### src/rtl/bxu_pkg.sv
package bxu_pkg;

    localparam int NUM_SRC = 4;
    localparam int DST_AR  = 4;
    localparam int DST_DR  = 5;
    localparam int NUM_DST = 6;

    typedef enum logic [1:0] {
        MEM_IDLE,
        MEM_READ,
        MEM_WRITE
    } mem_op_e;

endpackage

### src/rtl/bxu_bus.sv
module bxu_bus #(
    parameter int DW   = 8,
    parameter int NSRC = 4,
    parameter int SW   = $clog2(NSRC)
) (
    input  logic [NSRC-1:0][DW-1:0] src_word,
    input  logic [SW-1:0]           sel,
    input  logic                    src_en,
    input  logic                    ext_drive,
    input  logic [DW-1:0]           ext_word,
    output logic [DW-1:0]           bus_word,
    output logic                    bus_ok
);

    // Decoder: one-hot grant, all zero when the register path is disabled.
    logic [NSRC-1:0] grant;
    always_comb begin
        grant = '0;
        if (src_en) begin
            grant[sel] = 1'b1;
        end
    end

    // One AND-OR selector per bus bit across the matching bit of each source.
    logic [DW-1:0] reg_word;
    generate
        for (genvar b = 0; b < DW; b++) begin : g_bit
            logic [NSRC-1:0] column;
            for (genvar i = 0; i < NSRC; i++) begin : g_src
                assign column[i] = src_word[i][b];
            end
            assign reg_word[b] = |(column & grant);
        end
    endgenerate

    assign bus_word = src_en ? reg_word : (ext_drive ? ext_word : '0);
    assign bus_ok   = src_en | ext_drive;

endmodule

### src/rtl/bxu_dst_pick.sv
module bxu_dst_pick #(
    parameter int N = 6
) (
    input  logic [N-1:0] req,
    output logic [N-1:0] grant
);

    // Isolate the lowest set request bit.
    assign grant = req & (~req + N'(1));

endmodule

### src/rtl/bxu_mem.sv
module bxu_mem #(
    parameter int DW = 8,
    parameter int AW = 4
) (
    input  logic          clk,
    input  logic          we,
    input  logic [AW-1:0] addr,
    input  logic [DW-1:0] wdata,
    output logic [DW-1:0] rdata
);

    localparam int DEPTH = 1 << AW;

    logic [DW-1:0] store [DEPTH];

    always_ff @(posedge clk) begin
        if (we) begin
            store[addr] <= wdata;
        end
    end

    assign rdata = store[addr];

endmodule

### src/rtl/bus_xfer_unit.sv
module bus_xfer_unit
    import bxu_pkg::*;
#(
    parameter int DW = 8,
    parameter int AW = 4
) (
    input  logic                       clk,
    input  logic                       rst,
    input  logic [$clog2(NUM_SRC)-1:0] src_sel,
    input  logic                       src_en,
    input  logic                       ext_drive,
    input  logic [DW-1:0]              ext_data,
    input  logic [NUM_DST-1:0]         dst_load,
    input  logic                       mem_rd,
    input  logic                       mem_wr,
    output logic [DW-1:0]              bus_data,
    output logic                       bus_valid,
    output logic [DW-1:0]              a_q,
    output logic [DW-1:0]              b_q,
    output logic [DW-1:0]              c_q,
    output logic [DW-1:0]              d_q,
    output logic [AW-1:0]              ar_q,
    output logic [DW-1:0]              dr_q
);

    logic [NUM_SRC-1:0][DW-1:0] gp_q;
    logic [AW-1:0]              ar_r;
    logic [DW-1:0]              dr_r;
    logic [DW-1:0]              mem_rdata;
    logic [NUM_DST-1:0]         ld_grant;
    logic                       mem_we;
    logic                       rd_take;
    mem_op_e                    op;

    bxu_bus #(.DW(DW), .NSRC(NUM_SRC)) u_bus (
        .src_word  (gp_q),
        .sel       (src_sel),
        .src_en    (src_en),
        .ext_drive (ext_drive),
        .ext_word  (ext_data),
        .bus_word  (bus_data),
        .bus_ok    (bus_valid)
    );

    bxu_dst_pick #(.N(NUM_DST)) u_pick (
        .req   (dst_load & {NUM_DST{bus_valid}}),
        .grant (ld_grant)
    );

    // Memory operation of this cycle; write wins over a simultaneous read.
    always_comb begin
        unique case ({mem_wr, mem_rd})
            2'b01:        op = MEM_READ;
            2'b10, 2'b11: op = MEM_WRITE;
            default:      op = MEM_IDLE;
        endcase
    end

    assign mem_we  = (op == MEM_WRITE) && bus_valid;
    assign rd_take = (op == MEM_READ);

    bxu_mem #(.DW(DW), .AW(AW)) u_mem (
        .clk   (clk),
        .we    (mem_we),
        .addr  (ar_r),
        .wdata (bus_data),
        .rdata (mem_rdata)
    );

    always_ff @(posedge clk) begin
        if (rst) begin
            gp_q <= '0;
            ar_r <= '0;
            dr_r <= '0;
        end else begin
            for (int i = 0; i < NUM_SRC; i++) begin
                if (ld_grant[i]) begin
                    gp_q[i] <= bus_data;
                end
            end
            if (ld_grant[DST_AR]) begin
                ar_r <= bus_data[AW-1:0];
            end
            if (rd_take) begin
                dr_r <= mem_rdata;
            end else if (ld_grant[DST_DR]) begin
                dr_r <= bus_data;
            end
        end
    end

    assign a_q  = gp_q[0];
    assign b_q  = gp_q[1];
    assign c_q  = gp_q[2];
    assign d_q  = gp_q[3];
    assign ar_q = ar_r;
    assign dr_q = dr_r;

endmodule

### config.mk
export PLATFORM = sky130hd
export DESIGN_NAME = bus_xfer_unit
export DESIGN_NICKNAME = d
export VERILOG_FILES = /design/src/rtl/bxu_pkg.sv /design/src/rtl/bxu_bus.sv /design/src/rtl/bxu_dst_pick.sv /design/src/rtl/bxu_mem.sv /design/src/rtl/bus_xfer_unit.sv
export SDC_FILE = /design/constraint.sdc
export NUM_CORES = 1
export LEC_CHECK = 0
export ABC_AREA = 0
export BUFFER_PORTS_ARGS = -buffer_cell sky130_fd_sc_hd__buf_2
export CAP_MARGIN = 20
export CORE_MARGIN = 2
export CORE_UTILIZATION = 53
export CTS_CLUSTER_SIZE = 25
export DETAILED_ROUTE_END_ITERATION = 10
export PLACE_DENSITY = 0.74
export REMOVE_ABC_BUFFERS = 1
export SYNTH_ARGS = -nofsm -noshare
export SYNTH_HDL_FRONTEND = slang
export SYNTH_SLANG_ARGS = --single-unit
### constraint.sdc
create_clock -name clk -period 1.8 [get_ports clk]
set_input_delay 0.27 -clock clk [delete_from_list [all_inputs] [get_ports clk]]
set_output_delay 0.27 -clock clk [all_outputs]
set_load 0.005 [all_outputs]
Word level (Yosys, flattened, before mapping) --
Memory sizes are Yosys's and may differ from the RTL's. A register that Yosys moved wholly into a read port is not among the register bits. Cells that the tools add are included.
Storage, ports and cells: latch bits 0, ROM bits 0, memory bits (writable) 128, register bits after elaboration 44, output and inout bits 53, memories kept 1, logic and storage cells 51, input port bits 22
Memory list:
- u_mem.store | words 16, bits a word 8, read ports 1, clocked after Yosys merged registers in 1, wr ports 1, RTL line bxu_mem.sv:14 | logic [DW-1:0] store [DEPTH];
Operators by class: div/mod/pow operators 0, equality and inequality tests 5, $lt $le $gt $ge 2, $mul 0, add/sub/neg operators 1, bitwise operators 12, shifts and indexed selects 0, reductions and logical operators 12, multiplexer cells 12
Operator list (number):
- $and 4x4->4 | 8
- $mux 8 | 4
- $reduce_or 4->1 | 8
- $and 6x6->6 | 2
- $mux 4 | 3
- $add 6x1->6 const B | 1
- $eq 2x2->1 const B | 3
- $not 6->6 | 1
- $eq 2x1->1 const B | 2
- $pmux 2 s2 | 1
- $lt 2x3->1 const B | 1
- $mux 1 | 3
- $demux 1 s2 | 1
- $ge 2x1->1 const B | 1
- $logic_and 1x1->1 | 2
- $reduce_bool 2->1 | 1
- $reduce_or 2->1 | 1
- $or 1x1->1 | 1

Longest topological paths before layout --
depth after elaboration 10, mapped depth 7, depth with buffers taken out 4

Cells and area by module --
A second synthesis with hierarchy kept.
Unflattened totals: cells, all modules 431, area total of the unflattened synthesis 7045.5 um2
By module, submodules not included:
- bxu_mem | sequential area each 3843.7 um2, area an instance 4907.2 um2, times used 1, cells each 222
- bus_xfer_unit | sequential area each 880.8 um2, area an instance 1752.9 um2, times used 1, cells each 161
- bxu_bus | sequential area each 0.0 um2, area an instance 326.6 um2, times used 1, cells each 41
- bxu_dst_pick | sequential area each 0.0 um2, area an instance 58.8 um2, times used 1, cells each 7

Least setup slack after synthesis --
OpenSTA, ideal clock, no wires.
kind input-to-reg, from input port src_en, to memory u_mem.store[1][0] (enable), required time 1417 ps, library setup time 383 ps, data arrival time 1506 ps, stages on the path 4, path buffers 1, setup slack -89 ps, cell sequence buf_6 -> o21ai_1 -> or3b_1 -> nor3_1
Between the ends: cells in the longest elaborated chain, start to end 4
Ends and longest elaborated chain:
- start, declared | RTL line bus_xfer_unit.sv:10 | input logic src_en,
- $or 1x1->1 | RTL line bxu_bus.sv:37 | assign bus_ok = src_en | ext_drive;
- $logic_and 1x1->1 | RTL line bus_xfer_unit.sv:59 | assign mem_we = (op == MEM_WRITE) && bus_valid;
- $mux 1 | RTL line bxu_mem.sv:17 | if (we) begin
- $mux 1 (implied by the code) | RTL line bxu_mem.sv:18 | store[addr] <= wdata;
- end, declared | RTL line bxu_mem.sv:14
No other way between the ends.

Worst setup path in the final report --
from register gp_q (netlist bit d_q[7]), to output port bus_data[7]
Between the ends: cells in the longest elaborated chain, start to end 3
Ends and longest elaborated chain:
- start, declared | RTL line bus_xfer_unit.sv:26 | logic [NUM_SRC-1:0][DW-1:0] gp_q;
- start signal, assigned by index | RTL line bus_xfer_unit.sv:78 | gp_q[i] <= bus_data;
- $and 4x4->4 | RTL line bxu_bus.sv:32 | assign reg_word[b] = |(column & grant);
- $reduce_or 4->1 | RTL line bxu_bus.sv:32
- $mux 8 | RTL line bxu_bus.sv:36 | assign bus_word = src_en ? reg_word : (ext_drive ? ext_word : '0);
- end, declared | RTL line bus_xfer_unit.sv:16 | output logic [DW-1:0] bus_data,
No other way between the ends.

==> results.ini <==
[timing]
hold_viol=0
relSlewSlack_pct=47.9
setup_viol=8
setup_ws_ns=-0.127
finalMaxSlewViolations=0
hold_slack_ns=0.306
worst_slew_pin_slew_ns=0.778
skew_ns=0.0129
layout_min_cycle_time_ns=1.93
period_share_pct=107
max_freq_mhz=519
rsz0062_at_grt=yes

[setup_path]
critPathLaunchType=register
endpoint_kind=output pin
worst_ep_required_time_ns=1.53
path_buf_inv=1
r2r_start=d_q[7]
cp_top_family=multiplexers
arrival_ns=1.66
crit_path_max_incr_delay_ns=0.47
rr_worst_depth=5
r2r-end=dr_q[7]
path_cells=mux4_2, a22o_4, buf_6
startpoint=d_q[7]
path_depth=3
crit_path_end=bus_data[7]
reg2reg_slack_ns=0.05
critPathSlowestCell=mux4_2
critPathKind=register to output pin
crit_fanout=2

[layout]
drive_above_1_share_pct=36.0
ff_latch_area_sq_um=4830
layoutNonFillerInstCount=826
stdcell_area_sq_um=9040
multi_input_area_sq_um=2250
fillers=930
antenna_cells=0
area_delta_synth_final_pct=26.2
nets=659

[clock_network]
clk_latency_ns=0.43
clockRootBuffer=clkbuf_16
path_clk_slew_ns=0.07
cts_buffers=17
cts_tree=built
htree_levels=4
cts.sinks=176
clk_path_buf_depth=2

[die]
rows=42
io_pins=75
fp.dieW_um=120
start_util_pct=54.1
die_area_sq_um=14500
die_y_um=120
fp.coreArea_sq_um=13200

[global_route]
grt_use_met3_pct=7.17
grt_antenna_before_repair=0
top_usage_layer=met2
grtUsageTotal_pct=27.5
use_met1_pct=35.4
first_global_vias=4974
grt_pass1_wl_um=28600
met2_usage_pct=44.2
grt_max_degree=37
gr-total-overflow=0

[routing]
drt_iter0_drc=548
first_pass_iters=5
finalWirelength_um=19100
ant_nets=0
drc_errors=0
vias=4909
vias_per_cell=5.94
drt-wirelength-per-cell_um=23.1

[synth]
yosysWarningCount=0
yosysTopAreaCell=edfxtp_1
synth_top_area_share_pct=53.7
synth-edff-count=128
async_flop_share_pct=0
synth_commonest_cells=edfxtp_1 (128), mux2i_1 (82), nor2_1 (74)
ys_seq_area_share_pct=67.1
mappedNetlistArea_sq_um=7160
synth_cells=490
synth_seq_cells=176
synth.area.top_cells=edfxtp_1 (54%), dfxtp_1 (13%), mux2i_1 (11%), nor2_1 (3.9%), a22oi_1 (3.2%)
synth_cell_types=39
ys.flop_type=edfxtp_1
syn_area_per_cell_sq_um=14.6
synthMostInstantiatedCell=edfxtp_1

[place]
dpl.cell_count=762
place_ws_ns=-0.129
numPortBuffers=74
dp_hpwl_um=11500
place_area_sq_um=8060
gp_congestion=0.895

[run_status]
violations=setup timing
status=finished, violations left

[power_and_ir_drop]
vdd.ir_drop.worst_uv=695
leakage_nw=3.30
p_per_area_nw_per_um2=998
total_power_mw=9.02

[worst_hold_path]
hp-class=input port to register

[flow_run]
maxCapViolations=0

-- cells by family after synthesis --
| family | count (synthesis) | share of synthesized area, % |
|---|---|---|
| AOI/OAI and AO/OA | 52 | 6.53 |
| muxes | 91 | 14.3 |
| and+or+nand+nor | 144 | 10.0 |
| buffers and inverters | 27 | 2.08 |
| DFF | 176 | 67.1 |
-- how the worst min path moves through the flow --
stage,slack (ns),start,cells past startpoint,endpoint
global route,0.33,dst_load[3],4,register
finish,0.31,dst_load[3],4,ar_q[1]
floorplan,0.34,rst,1,d_q[0]
global placement,0.49,c_q[4],2,c_q[4]
detailed placement,0.50,c_q[0],2,c_q[0]
CTS,0.28,dst_load[3],4,register
-- where the power goes --
| part | switching (mW) | internal [mW] |
|---|---|---|
| clock network | 1.50 | 2.47 |
| logic | 0.329 | 0.264 |
| registers | 0.0393 | 4.42 |
-- metal layers --
layer | vias to the layer above | routed length [um]
met4 | 0 | 553
met1 | 2449 | 7500
met5 | - | 0
li1 | 2182 | -
met2 | 244 | 9310
met3 | 34 | 1700
-- sequential cells by signal, indices dropped and copies added, names as in the netlist, named ones only --
name and cells:
dr_q 8, d_q 8, b_q 8, c_q 8
ar_q 4, u_mem.store 128, a_q 8
-- cell type report --
| cell class | count | share of cell area, % |
|---|---|---|
| Inverter | 1 | 0.0415 |
| Timing Repair Buffer | 151 | 12.1 |
| Tap cell | 176 | 2.44 |
| Clock buffer | 19 | 4.79 |
| Clock inverter | 13 | 2.32 |
| Sequential cell | 176 | 53.5 |
| Multi-Input combinational cell | 290 | 24.9 |
-- cells in the final DEF (no fill, tap or decap), types with 2 or more instances in the layout --
cell type	synthesis	final
and2_1	3	3
dfxtp_1	48	25
mux2i_1	82	82
clkinv_4	0	3
a22o_2	1	3
nand3_1	15	15
inv_6	0	2
nor3_1	28	28
edfxtp_1	128	128
nor2_1	74	74
a22oi_1	31	31
a22o_4	7	8
dfxtp_2	0	23
clkbuf_16	0	17
mux4_2	9	9
buf_12	0	7
nor2b_1	4	3
buf_6	3	9
clkbuf_1	11	2
nand2_1	4	4
bufinv_16	0	5
nand2b_1	3	3
buf_4	1	69
nor4b_2	2	2
o211ai_1	9	9
buf_2	8	66
-- what timing repair did --
action | 4_1_cts | 5_1_grt
pin swaps | 8 | 7
resized for setup | 30 | 2
hold buffers | 0 | 0
cloned | 3 | 0
setup buffers | 25 | 4
setup endpoints to repair | 8 | 8
-- worst reg2reg max path: cells and delay by family, from the launching register on --
| kind | cells | cell delay [ns] |
|---|---|---|
| flip-flops | 1 | 0.33 |
| AO/OA/AOI/OAI | 2 | 0.43 |
| multiplexers | 2 | 0.65 |
| buffers and inverters | 1 | 0.20 |
-- per-stage QoR --
step | util (%) | setup TNS, ns
6_report | 68.3 | -0.638
2_1_floorplan | - | -5.23
3_5_place_dp | 60.9 | -1.13
5_1_grt | 68.3 | -0.949
3_3_place_gp | 60.9 | -0.319
4_1_cts | 68.0 | -0.737
(Power assumes the default switching activity.)
